## src/rtl/txq_pkg.sv

```systemverilog
package txq_pkg;
  localparam int NQ = 4;
  localparam int RW = 2 * NQ;

  typedef enum logic [1:0] {
    Q_LOW  = 2'd0,
    Q_NORM = 2'd1,
    Q_HIGH = 2'd2,
    Q_BCN  = 2'd3
  } txq_e;

  // Host doorbell field -> set requests that the host is allowed to make.
  function automatic logic [NQ-1:0] host_bell_set(logic [NQ-1:0] field, logic poll);
    logic [NQ-1:0] m;
    m = field;
    m[Q_BCN] = 1'b0;
    if (!poll) m[Q_NORM] = 1'b0;
    return m;
  endfunction

  // Hardware-originated doorbell set requests.
  function automatic logic [NQ-1:0] hw_bell_set(logic bcn, logic norm);
    logic [NQ-1:0] m;
    m = '0;
    m[Q_BCN]  = bcn;
    m[Q_NORM] = norm;
    return m;
  endfunction

  // Host stop field -> stop bits that are accepted in the current mode.
  function automatic logic [NQ-1:0] stop_accept(logic [NQ-1:0] field, logic poll);
    logic [NQ-1:0] m;
    m = field;
    if (poll) begin
      m[Q_BCN]  = 1'b0;
      m[Q_NORM] = 1'b0;
    end
    return m;
  endfunction
endpackage

```

## src/rtl/txq_bell_cell.sv

```systemverilog
module txq_bell_cell (
  input  logic clk,
  input  logic rst_n,
  input  logic set_i,
  input  logic clr_i,
  output logic bell_o
);
  always_ff @(posedge clk or negedge rst_n) begin
    if (!rst_n)     bell_o <= 1'b0;
    else if (set_i) bell_o <= 1'b1;
    else if (clr_i) bell_o <= 1'b0;
  end

  // set has priority over a simultaneous completion
  a_r7_set_wins: assert property (@(posedge clk) disable iff (!rst_n)
    set_i |=> bell_o);
  a_r3_done_clears: assert property (@(posedge clk) disable iff (!rst_n)
    (clr_i && !set_i) |=> !bell_o);
  a_r6_idle_holds: assert property (@(posedge clk) disable iff (!rst_n)
    (!clr_i && !set_i) |=> $stable(bell_o));
endmodule

```

## src/rtl/txq_stop_bank.sv

```systemverilog
module txq_stop_bank #(
  parameter int N = 4
) (
  input  logic         clk,
  input  logic         rst_n,
  input  logic [N-1:0] arm_i,
  output logic [N-1:0] stop_o
);
  always_ff @(posedge clk or negedge rst_n) begin
    if (!rst_n) stop_o <= '0;
    else        stop_o <= stop_o | arm_i;
  end

  genvar g;
  generate
    for (g = 0; g < N; g++) begin : g_chk
      a_r8_sticky: assert property (@(posedge clk) disable iff (!rst_n)
        stop_o[g] |=> stop_o[g]);
      a_r8_arm: assert property (@(posedge clk) disable iff (!rst_n)
        arm_i[g] |=> stop_o[g]);
      a_r6_no_arm_hold: assert property (@(posedge clk) disable iff (!rst_n)
        (!arm_i[g] && !stop_o[g]) |=> !stop_o[g]);
    end
  endgenerate
endmodule

```

## src/rtl/txq_doorbell.sv

```systemverilog
module txq_doorbell
  import txq_pkg::*;
(
  input  logic          clk,
  input  logic          rst_n,
  input  logic          wr_en,
  input  logic [RW-1:0] wr_data,
  input  logic          poll_mode,
  input  logic [NQ-1:0] tx_done,
  input  logic          hw_beacon_req,
  input  logic          hw_normal_req,
  output logic [NQ-1:0] pend_o,
  output logic [NQ-1:0] stop_o,
  output logic [RW-1:0] status_o
);
  logic [NQ-1:0] bell_field, stop_field;
  logic [NQ-1:0] host_set, hw_set, bell_set, stop_arm;
  logic [NQ-1:0] bell_q, stop_q;

  assign bell_field = wr_data[RW-1:NQ];
  assign stop_field = wr_data[NQ-1:0];

  assign host_set = wr_en ? host_bell_set(bell_field, poll_mode) : '0;
  assign hw_set   = hw_bell_set(hw_beacon_req, hw_normal_req);
  assign bell_set = host_set | hw_set;
  assign stop_arm = wr_en ? stop_accept(stop_field, poll_mode) : '0;

  genvar q;
  generate
    for (q = 0; q < NQ; q++) begin : g_bell
      txq_bell_cell u_cell (
        .clk   (clk),
        .rst_n (rst_n),
        .set_i (bell_set[q]),
        .clr_i (tx_done[q]),
        .bell_o(bell_q[q])
      );
    end
  endgenerate

  txq_stop_bank #(.N(NQ)) u_stop (
    .clk   (clk),
    .rst_n (rst_n),
    .arm_i (stop_arm),
    .stop_o(stop_q)
  );

  assign pend_o   = bell_q & ~stop_q;
  assign stop_o   = stop_q;
  assign status_o = {bell_q, stop_q};

  // host cannot ring the beacon doorbell
  a_r4_beacon_host_ignored: assert property (@(posedge clk) disable iff (!rst_n)
    (!hw_beacon_req && !bell_q[Q_BCN]) |=> !bell_q[Q_BCN]);
  // normal doorbell needs polling mode or hardware
  a_r5_normal_gated: assert property (@(posedge clk) disable iff (!rst_n)
    (!poll_mode && !hw_normal_req && !bell_q[Q_NORM]) |=> !bell_q[Q_NORM]);
  // two stop bits locked out in polling mode
  a_r9_stop_bcn_locked: assert property (@(posedge clk) disable iff (!rst_n)
    (poll_mode && !stop_q[Q_BCN]) |=> !stop_q[Q_BCN]);
  a_r9_stop_norm_locked: assert property (@(posedge clk) disable iff (!rst_n)
    (poll_mode && !stop_q[Q_NORM]) |=> !stop_q[Q_NORM]);
  // a halted queue never shows pending
  a_r10_mask: assert property (@(posedge clk) disable iff (!rst_n)
    (pend_o & stop_o) == '0);
  // state is clear in the first cycle after reset release
  a_r1_reset_clear: assert property (@(posedge clk)
    $rose(rst_n) |-> (status_o == '0));
endmodule

```

## config.mk

```make
export PLATFORM = sky130hd
export DESIGN_NAME = txq_doorbell
export DESIGN_NICKNAME = d
export VERILOG_FILES = /design/src/rtl/txq_pkg.sv /design/src/rtl/txq_bell_cell.sv /design/src/rtl/txq_stop_bank.sv /design/src/rtl/txq_doorbell.sv
export SDC_FILE = /design/constraint.sdc
export NUM_CORES = 1
export LEC_CHECK = 0
export BUFFER_PORTS_ARGS = -buffer_cell sky130_fd_sc_hd__clkbuf_2
export CORE_AREA = 2 2 39 41
export CTS_CLUSTER_SIZE = 14
export DETAILED_ROUTE_END_ITERATION = 10
export DIE_AREA = 0 0 41 43
export GPL_TIMING_DRIVEN = 0
export MAX_ROUTING_LAYER = met4
export SLEW_MARGIN = 10
export SYNTH_ARGS = -nofsm -noshare
export SYNTH_HDL_FRONTEND = slang
export SYNTH_SLANG_ARGS = --single-unit
```

## constraint.sdc

```tcl
create_clock -name clk -period 2.45 [get_ports clk]
set_input_delay 0.49 -clock clk [delete_from_list [all_inputs] [get_ports clk]]
set_output_delay 0.49 -clock clk [all_outputs]
set_load 0.005 [all_outputs]
```

==> results.txt <==
The number of violations of the max-capacitance limit is 0. The number of synthesis warnings is 0. The internal power is 0.000218 W. The hold buffer count at CTS is 0.

The initialized floorplan defines 14 standard-cell rows. The post-synthesis net count is 53. For met3 alone, demand over resource in global routing was 3.14%. The final count of negative-setup-slack endpoints is 0. The minimum setup slack in the final design came out at 1.07 ns.

The relative slew slack is 87.1%. The kind of end point of the critical path is an output port. The number of clock sinks came out at 8. The pin count of the biggest net entering global routing came out at 9.

The number of global-route vias before repair was 237. The switching fraction of total power came out at 21.1%. Summing all flip-flop and latch instances after layout gives 200 sq um.

The maximum net fanout on the critical path is 4. The synthesized area came out at 379 sq um. The source-to-sink clock delay at the later pin of the worst-skew pair is 0.24 ns. The number of antenna violations at the first check in global routing was 0. The switching component of the power came out at 0.0000583 W. The final net count is 90. The post-synthesis cell type count is 11. The min-delay analysis places its worst path in the category in2async. The power density over cell area came out at 475 nW/um^2. For flop-to-flop paths, the worst setup slack is 1.57 ns. Post-CTS repair changed the size of 0 cells. The worst register-to-register path ends at g_bell[1].u_cell.bell_o. The worst register-to-register path begins at g_bell[1].u_cell.bell_o. The cell sitting at the root of the clock tree is a sky130_fd_sc_hd__clkbuf_4. The time the final worst path needs with I/O delays and setup came out at 1.38 ns. The synthesis-to-finish area growth is 53.5%. The flow ran to the end, and the final reports show no timing, DRC or antenna violations.

The kind of critical path is reg2out. The number of top-level design ports is 34. The CTS H-tree depth came out at 1. The total count of max-transition violations in the final report is 0. Cells with a size suffix above 1 make up 65.7% of the layout. Of all cell types, the one taking the most synthesized area is sky130_fd_sc_hd__dfrtp_1. The number of vias in the routed layout is 343. The final cell count without fillers is 86. The pre-CTS setup slack is 1.34 ns.

The count of flip-flops with a built-in enable after synthesis came out at 0. The die outline area came out at 1760 sq um. The maximum root-to-sink buffer count came out at 2. The global placer's final weighted congestion is 0.613. The largest clock skew in the final design came out at 0 ns. The overall track demand over capacity in global routing is 8.82%. The portion of synthesized cell area occupied by the leading cell type came out at 52.8%.

Setup repair after global routing left no endpoint under its margin. The antenna diode count came out at 0. The worst-case vdd ir drop came out at 0.231 mV. The required arrival time at the worst endpoint is 1.96 ns. Synthesis handed over a netlist of 35 instances.

In the synthesized netlist the dominant register cell turns out to be sky130_fd_sc_hd__dfrtp_1. The global-route met2 utilization is 10.3%. In the final routed layout, each cell accounts on average for 8.33 um.

The number of storage elements in the synthesis netlist is 8. The post-layout instance area came out at 582 sq um. The relative contribution of combinational cells to total power came out at 14.2%. The depth of the worst register-to-register path is 2.

The total CTS buffers is 3. The post-route antenna net violation count is 0. The met1 track demand over resource in global routing is 12.2%.

The post-synthesis sequential area ratio is 52.8%. The die height is 43 um. The clock network fraction of total power is 34.9%.

The via-per-instance ratio is 3.99. The total global routing overflow came out at 0. The number of filler cells placed in the layout is 145. The HPWL after detailed placement is 608 um. A synthesized cell averages 10.8 sq um. The leakage component of the power is 0.318 nW. The detailed router's first-iteration violation count is 4.

The final hold violation count came out at 0. The wire length of the first global-routing pass is 952 um. After detailed routing, the number of remaining DRC violations is 0. The share of async-settable or async-resettable flops after synthesis is 100%. The number of buffers added for setup after CTS came out at 0.

The wire length reported by the detailed router came out at 716 um. By area the synthesized netlist is led by sky130_fd_sc_hd__dfrtp_1 (53%), sky130_fd_sc_hd__buf_4 (16%), sky130_fd_sc_hd__a21o_1 (5.9%), sky130_fd_sc_hd__nor2b_1 (5.0%), sky130_fd_sc_hd__a21o_2 (4.6%). The setup total negative slack is 0 ns. In this run the standard cell core region covers 1380 sq um.

Data arrives at the worst endpoint at 0.89 ns. The share of total power in sequential cells came out at 50.9%. The effective utilization at floorplan is 27.4%. The port buffer count is 32. The die extent in x is 41 um. In this run the most used layer during global routing was met1. The placed cell count is 83. The cell area after placement came out at 559 sq um.

After clock tree synthesis, the clock-pin slew on the worst setup and hold paths is 0.05 ns. The transition time at the pin with the least slew margin is 0.194 ns. The TritonCTS clock tree is done. The area occupied by multi-input gates is 108 sq um. The number of detailed-routing iterations run before antenna repair came out at 4. The worst path uses 56.1% of the clock period. STA classifies the critical path startpoint as a flip-flop.

In the synthesized netlist, the cells that appear most often are sky130_fd_sc_hd__buf_4 (8), sky130_fd_sc_hd__dfrtp_1 (8), sky130_fd_sc_hd__a21o_1 (3), sky130_fd_sc_hd__inv_1 (3), sky130_fd_sc_hd__nor2b_1 (3). The peak clock frequency supported by timing came out at 727 MHz.
[metal layers]
layer	vias to the layer above	share of wire (%)
met3	2	14
met4	0	0.84
met2	22	43
met5	-	0
li1	177	-
met1	142	42
[worst max path at each step]
stage / start / slack, ns / end
final: u_stop.stop_o[2] / 1.07 / stop_o[2]
after global routing: u_stop.stop_o[3] / 1.01 / pend_o[3]
after CTS: u_stop.stop_o[2] / 1.06 / stop_o[2]
after detailed placement: u_stop.stop_o[0] / 1.34 / stop_o[0]
after global placement: u_stop.stop_o[0] / 1.34 / stop_o[0]
after floorplan: u_stop.stop_o[1] / 1.43 / stop_o[1]
[registers in the layout, indices dropped and copies added (netlist names)]
| name | flops |
|---|---|
| g_bell.u_cell.bell_o | 4 |
| u_stop.stop_o | 4 |
[worst max-delay path: stages, from the launching register on]
cell and delay (ns):
sky130_fd_sc_hd__dfrtp_1 0.40, sky130_fd_sc_hd__buf_4 0.14, sky130_fd_sc_hd__clkbuf_2 0.10
[power by group through the flow]
stage,Combinational [W],Clock (W),Sequential (W)
global placement,0.0000394,0,0.000143
finish,0.0000393,0.0000963,0.000140
floorplan,0.0000169,0,0.000142
detailed placement,0.0000401,0,0.000143
global route,0.0000443,0.000109,0.000141
CTS,0.0000403,0.000100,0.000141
[stage by stage]
step	util (%)	power, W	hold WS [ns]
floorplan	-	0.000159	0.194
global route	42.0	0.000294	0.0853
finish	42.0	0.000276	0.0764
CTS	42.0	0.000281	0.0798
global placement	40.4	0.000182	0.346
detailed placement	40.4	0.000183	0.348
[cell usage in the layout (no fill, tap or decap)]
master                     netlist  final
sky130_fd_sc_hd__clkbuf_2        0     32
sky130_fd_sc_hd__buf_4           8      8
sky130_fd_sc_hd__dfrtp_1         8      8
sky130_fd_sc_hd__inv_1           3      3
sky130_fd_sc_hd__nor2b_1         3      3
sky130_fd_sc_hd__a21o_1          3      3
sky130_fd_sc_hd__clkbuf_4        0      3
sky130_fd_sc_hd__a21o_2          2      2
sky130_fd_sc_hd__nor2_1          2      2
sky130_fd_sc_hd__nand2_1         2      2
sky130_fd_sc_hd__o21ai_0         2      2
sky130_fd_sc_hd__nor2b_4         1      1
sky130_fd_sc_hd__a311o_1         1      1
[logic make-up after synthesis]
logic type	after synthesis	share of synthesized area [%]
simple gates	8	12.5
buf+inv	11	18.8
compound gates	8	15.8
flops	8	52.8
[cell type report]
type,instances,area share [%]
well taps,16,3.44
flip-flops and latches,8,34.4
plain buffers,8,10.3
inverters,3,1.94
clock buffers,3,3.87
multi-input cells,16,18.5
repair buffers,32,27.5
(Power assumes the default switching activity.)
